File: src/rtl/lcd_pack_pkg.sv
package lcd_pack_pkg;
  typedef enum logic [1:0] {
    DISP_TFT   = 2'd0,
    DISP_MONO  = 2'd1,
    DISP_COLOR = 2'd2,
    DISP_RSVD  = 2'd3
  } disp_e;

  typedef enum logic [1:0] {
    IFW_4    = 2'd0,
    IFW_8    = 2'd1,
    IFW_16   = 2'd2,
    IFW_RSVD = 2'd3
  } ifw_e;

  typedef struct packed {
    logic legal;
    logic tft;
    logic color;
    logic dual;
    logic narrow;  // lane carries half of the maximum lane width
  } cfg_dec_t;
endpackage

File: src/rtl/lcd_cfg_decode.sv
module lcd_cfg_decode
  import lcd_pack_pkg::*;
(
  input  logic [1:0] disp,
  input  logic       dual,
  input  logic [1:0] width,
  output cfg_dec_t   dec
);
  disp_e d;
  ifw_e  w;
  logic  stn_ok;

  always_comb begin
    d = disp_e'(disp);
    w = ifw_e'(width);
    unique case (w)
      IFW_4:   stn_ok = !dual;
      IFW_8:   stn_ok = 1'b1;
      IFW_16:  stn_ok = dual;
      default: stn_ok = 1'b0;
    endcase
    dec.tft    = (d == DISP_TFT);
    dec.color  = (d == DISP_COLOR);
    dec.dual   = dual;
    dec.narrow = (w == IFW_4) || (w == IFW_8 && dual);
    unique case (d)
      DISP_TFT:   dec.legal = !dual;
      DISP_MONO,
      DISP_COLOR: dec.legal = stn_ok;
      default:    dec.legal = 1'b0;
    endcase
  end
endmodule

File: src/rtl/lcd_lane_packer.sv
module lcd_lane_packer #(
  parameter int LANE_MAX = 8,
  parameter int IN_MAX   = 3
) (
  input  logic                clk,
  input  logic                rst_n,
  input  logic                flush,
  input  logic                narrow,
  input  logic                wide_in,
  input  logic                fire,
  input  logic [IN_MAX-1:0]   bits,
  input  logic                pop,
  output logic                free,
  output logic [LANE_MAX-1:0] word
);
  localparam int ACC_W = LANE_MAX + IN_MAX;
  localparam int CNT_W = $clog2(ACC_W + 1);
  localparam logic [CNT_W-1:0] WL_FULL = CNT_W'(LANE_MAX);
  localparam logic [CNT_W-1:0] WL_HALF = CNT_W'(LANE_MAX / 2);
  localparam logic [CNT_W-1:0] N_WIDE  = CNT_W'(IN_MAX);

  logic [ACC_W-1:0] acc;
  logic [CNT_W-1:0] cnt;
  logic [CNT_W-1:0] wl;
  logic [CNT_W-1:0] step;
  logic [ACC_W-1:0] new_bits;
  logic [ACC_W-1:0] shifted;
  logic [LANE_MAX-1:0] mask;

  always_comb begin
    wl       = narrow ? WL_HALF : WL_FULL;
    step     = wide_in ? N_WIDE : CNT_W'(1);
    new_bits = wide_in ? ACC_W'(bits) : ACC_W'(bits[0]);
    free     = (cnt < wl);
    shifted  = acc >> (cnt - wl);
    mask     = narrow ? LANE_MAX'((1 << (LANE_MAX / 2)) - 1) : '1;
    word     = shifted[LANE_MAX-1:0] & mask;
  end

  always_ff @(posedge clk) begin
    if (!rst_n || flush) begin
      acc <= '0;
      cnt <= '0;
    end else if (fire) begin
      acc <= (acc << step) | new_bits;
      cnt <= cnt + step;
    end else if (pop) begin
      cnt <= cnt - wl;
    end
  end
endmodule

File: src/rtl/lcd_pix_packer.sv
module lcd_pix_packer
  import lcd_pack_pkg::*;
#(
  parameter int BUS_W    = 24,
  parameter int LANE_MAX = 8,
  parameter int SUB_BITS = 3
) (
  input  logic             clk,
  input  logic             rst_n,
  input  logic [1:0]       cfg_disp,
  input  logic             cfg_dual,
  input  logic [1:0]       cfg_width,
  input  logic             up_valid,
  output logic             up_ready,
  input  logic [BUS_W-1:0] up_data,
  input  logic             lo_valid,
  output logic             lo_ready,
  input  logic [BUS_W-1:0] lo_data,
  output logic [BUS_W-1:0] lcd_data,
  output logic             lcd_strobe,
  output logic             cfg_err
);
  localparam int N_LANES = 2;
  localparam int CFG_W   = 5;

  cfg_dec_t         dec;
  logic [CFG_W-1:0] cfg_now, cfg_q;
  logic             cfg_chg;
  logic             run;
  logic             stn_go;
  logic             up_fire, lo_fire, pop;
  logic [N_LANES-1:0] lane_free;
  logic [N_LANES-1:0] lane_fire;
  logic [LANE_MAX-1:0] lane_word [N_LANES];
  logic [SUB_BITS-1:0] lane_bits [N_LANES];
  logic [BUS_W-1:0] packed_word;
  int unsigned      half_w;

  lcd_cfg_decode u_dec (
    .disp  (cfg_disp),
    .dual  (cfg_dual),
    .width (cfg_width),
    .dec   (dec)
  );

  assign cfg_now = {cfg_disp, cfg_dual, cfg_width};
  assign cfg_chg = (cfg_now != cfg_q);
  assign cfg_err = !dec.legal;
  assign run     = dec.legal && !cfg_chg;
  assign stn_go  = run && !dec.tft;

  always_ff @(posedge clk) begin
    if (!rst_n) cfg_q <= cfg_now;
    else        cfg_q <= cfg_now;
  end

  always_comb begin
    if (!run) begin
      up_ready = 1'b0;
      lo_ready = 1'b0;
    end else if (dec.tft) begin
      up_ready = 1'b1;
      lo_ready = 1'b0;
    end else if (dec.dual) begin
      up_ready = &lane_free && lo_valid;
      lo_ready = &lane_free && up_valid;
    end else begin
      up_ready = lane_free[0];
      lo_ready = 1'b0;
    end
  end

  assign up_fire = up_valid && up_ready;
  assign lo_fire = lo_valid && lo_ready;
  assign pop     = stn_go && !lane_free[0] && (!dec.dual || !lane_free[1]);

  assign lane_fire[0] = up_fire && !dec.tft;
  assign lane_fire[1] = lo_fire;
  assign lane_bits[0] = up_data[SUB_BITS-1:0];
  assign lane_bits[1] = lo_data[SUB_BITS-1:0];

  for (genvar g = 0; g < N_LANES; g++) begin : g_lane
    lcd_lane_packer #(
      .LANE_MAX (LANE_MAX),
      .IN_MAX   (SUB_BITS)
    ) u_lane (
      .clk     (clk),
      .rst_n   (rst_n),
      .flush   (cfg_chg || !dec.legal),
      .narrow  (dec.narrow),
      .wide_in (dec.color),
      .fire    (lane_fire[g]),
      .bits    (lane_bits[g]),
      .pop     (pop),
      .free    (lane_free[g]),
      .word    (lane_word[g])
    );
  end

  always_comb begin
    half_w = dec.narrow ? (LANE_MAX / 2) : LANE_MAX;
    if (dec.dual)
      packed_word = (BUS_W'(lane_word[0]) << half_w) | BUS_W'(lane_word[1]);
    else
      packed_word = BUS_W'(lane_word[0]);
  end

  always_ff @(posedge clk) begin
    if (!rst_n || !dec.legal) begin
      lcd_data   <= '0;
      lcd_strobe <= 1'b0;
    end else if (dec.tft && up_fire) begin
      lcd_data   <= up_data;
      lcd_strobe <= 1'b1;
    end else if (pop) begin
      lcd_data   <= packed_word;
      lcd_strobe <= 1'b1;
    end else begin
      lcd_strobe <= 1'b0;
    end
  end
endmodule

File: config.mk
export PLATFORM = sky130hd
export DESIGN_NAME = lcd_pix_packer
export DESIGN_NICKNAME = d
export VERILOG_FILES = /design/src/rtl/lcd_pack_pkg.sv /design/src/rtl/lcd_cfg_decode.sv /design/src/rtl/lcd_lane_packer.sv /design/src/rtl/lcd_pix_packer.sv
export SDC_FILE = /design/constraint.sdc
export NUM_CORES = 1
export LEC_CHECK = 0
export BUFFER_PORTS_ARGS = -buffer_cell sky130_fd_sc_hd__buf_2
export CORE_ASPECT_RATIO = 1.25
export CORE_UTILIZATION = 52
export CTS_CLUSTER_SIZE = 14
export DETAILED_ROUTE_END_ITERATION = 7
export PLACE_DENSITY = 0.78
export SYNTH_ARGS = -nofsm -noshare
export SYNTH_HDL_FRONTEND = slang
export SYNTH_SLANG_ARGS = --single-unit
export TNS_END_PERCENT = 50
File: constraint.sdc
create_clock -name clk -period 5.1 [get_ports clk]
set_input_delay 0 -clock clk [delete_from_list [all_inputs] [get_ports clk]]
set_output_delay 0 -clock clk [all_outputs]
set_load 0.05 [all_outputs]
==> summary.md <==
| Metric | Value |
|---|---|
| Status | `completed` |
| Final Power | `1046 µW` |
| Routed Antenna Nets | `0` |
| Area contributors post-synth | `dfxtp_1 32%, mux2i_1 11%, a211oi_1 5.0%` |
| P&R area growth vs syn | `20.18%` |
| Prevailing post-synth register cell | `dfxtp_1` |
| Pwr per Cell Area | `230.0 nW/µm²` |
| Fmax | `256.7 MHz` |
| Fin Clk Skew | `0.007438 ns` |
| Most common cell after layout, fill and taps aside | `buf_2` |
| Drt drc | `0` |
| YS warnings | `0` |
| Vias | `3622` |
| Row cnt | `34` |
| DR pass1 iterations | `5` |
| CTS sink cnt | `60` |
| Largest net degree at the start of global routing | `31` |
| Cts bufs inserted | `9` |
| Hold Crit Class | `in2reg` |
| Root buffer cell | `clkbuf_8` |
| Number of H-tree levels | `3` |
| Worst vdd ir | `0.1809 mV` |
| Post-DP HPWL | `6.627 mm` |
| Multi-input logic area | `2349 µm²` |
| GR Layer Usage met2 | `0.4514` |
| Synth top area share | `0.3176` |
| I/O pin total | `85` |
| Synth cell types | `63` |
| Final hold vios | `0` |
| GRT Max-Usage Layer | `met2` |
| FILL cells | `585` |
| Yosys top cell by area | `dfxtp_1` |
| Vias per Instance | `6.027` |
| Critical path class | `in2reg` |
| Global-route wire length before repair | `16.22 mm` |
| Ant. Diodes | `0` |
| Max-slew headroom | `0.2835` |
| Final hold slack | `0.005625 ns` |
| LEAKAGE | `0.001607 µW` |
| Worst-path cell chain | `dlygate4sd3_1 > buf_2 > o21ai_0 > inv_1 > ha_1 > fa_1 > and2_1 > or3_1 > or4_1 > a2111oi_0 > o41ai_1` |
| Cell count after synthesis | `439` |
| Die Span Y | `97.36 µm` |
| CP Data Required Time | `5.30 ns` |
| Commonest non-fill, non-tap cells in the layout | `63 x buf_2, 60 x dfxtp_1, 42 x mux2i_1, 41 x nor2_1, 34 x nand2_1` |
| Initial core utilization | `0.5389` |
| Post-synthesis register bit count | `60` |
| WL/cell | `16.16 µm` |
| Met3 usage | `0.05164` |
| Tmin final | `3.896 ns` |
| Mapped Area | `3782 µm²` |
| Wirelength, routed | `9.715 mm` |
| Final worst-path cycle share | `0.7640` |
| GRT Util Overall | `0.2674` |
| RD Place Congestion | `0.9038` |
| Core area | `7019 µm²` |
| Clock-pin slew on the worst setup and hold paths | `0.07 ns` |
| Vias in the first global route | `3441` |
| Worst-Skew Late Latency | `0.34 ns` |
| Register area | `1201 µm²` |
| Async SR Flop Fraction | `0` |
| Setup TNS | `0 ns` |
| Seq/Total Area, Yosys | `0.3176` |
| Critical Path Sink Type | `flip-flop` |
| Grt total ovfl | `0` |
| Met1 Use GR | `0.3341` |
| Max Root-Sink Buffers | `2` |
| Crit path max fanout | `20` |
| Delay of the slowest critical-path stage | `0.65 ns` |
| Critical Path Source Type | `input port` |
| CTS tree | `done` |
| DR iter-0 viols | `277` |
| Worst EP arrival | `4.10 ns` |
| Post-synth EDFFs | `0` |
| Die Wd | `78.28 µm` |
| Mapped Nets | `507` |
| Setup violators final | `0` |
| Max cap viols | `0` |
| Fraction of layout cells with a size suffix above 1 | `0.1996` |
| Initial antenna violation count | `0` |
| Slowest-stage cell, CP | `o21ai_0` |
| Mean Syn Cell Area | `8.616 µm²` |
| DIE AREA | `7621 µm²` |
| Slew of the pin with the lowest slew margin | `1.072 ns` |
| Slew Limit Fails | `0` |
| Unrepaired setup endpoints after global routing | `false` |
| Final Net Count | `575` |
| Buffers on Ports | `63` |
| Post-CTS setup buffer count | `0` |
## report_power, final
part	internal [µW]	switching, µW	total, µW	leakage (µW)
Sequential	471	0.952	472	0.000485
Clock	271	185	456	0.000102
Combinational	49.6	68.6	118	0.00102
## routing by layer
layer	vias up	wire length, µm
li1	1757	-
met1	1695	4124
met2	148	4810
met3	22	555
met4	0	225
met5	-	0
## logic make-up after synthesis
group,count (synthesis),share of synthesized area
and+or+nand+nor,138,0.1800
AOI/OAI and AO/OA,115,0.2097
DFF,60,0.3176
buffers and inverters,54,0.06153
muxes,54,0.1707
adders and majority gates,11,0.04433
xor gates and xnor gates,7,0.01621
## synth_stat cells (4+ instances only)
cell      count
dfxtp_1      60
a21oi_1      32
fa_1          4
mux2i_1      42
a211oi_1     25
or3_1         5
clkbuf_1     13
buf_2        16
nor2_1       41
nor3_1        6
inv_1        17
a31oi_1       5
xnor2_1       5
nand2_1      34
o211ai_1      7
mux4_2        8
buf_1         5
a211o_1       4
mux2_2        4
o21ai_0      10
ha_1          7
nand3_1      25
a22oi_1       5
## worst paths after layout
kind | startpoint | cells past startpoint | end | slack (ns)
worst max-delay path | cfg_dual | 11 | lcd_data[7]$_SDFFE_PP0P_ | 1.20
worst min-delay path | up_data[9] | 3 | lcd_data[9]$_SDFFE_PP0P_ | 0.006
worst max register to register | g_lane[1].u_lane.cnt[2]$_SDFFE_PP0P_ | 8 | lcd_data[7]$_SDFFE_PP0P_ | 2.08
worst min register to register | lcd_data[18]$_SDFFE_PP0P_ | 2 | lcd_data[18]$_SDFFE_PP0P_ | 0.46
## cell type report
type,instances,share of cell area
Timing Repair Buffer,93,0.1338
Inverter,18,0.01541
Clock inverter,5,0.01707
Tap cell,90,0.02477
Sequential cell,60,0.2642
Clock buffer,10,0.02808
Multi-Input combinational cell,325,0.5167
## critical path, delay by kind of cell
kind,cells,cell delay (ns)
fa+ha+maj,2,0.61
simple gates,3,1.19
buf+inv,3,0.92
compound gates,3,1.38
## metrics by stage
step	cell area [µm²]	utilization	cells	setup slack [ns]
floorplan	3782	-	439	2.104
global placement	4070	0.5799	559	1.526
detailed placement	4070	0.5799	559	1.472
CTS	4546	0.6476	601	1.283
global route	4546	0.6476	601	0.9187
finish	4546	0.6476	601	1.204
## flip-flops by register name, indices dropped and copies added (netlist names)
name and flops:
cfg_q 5, g_lane.u_lane.acc 22, g_lane.u_lane.cnt 8, lcd_data 24, lcd_strobe 1
## timing repair
item | 4_1_cts | 5_1_grt
hold buffers | 27 | 0
hold endpoints to repair | 28 | 0
resized for setup | 0 | 0
(Power assumes the default switching activity.)
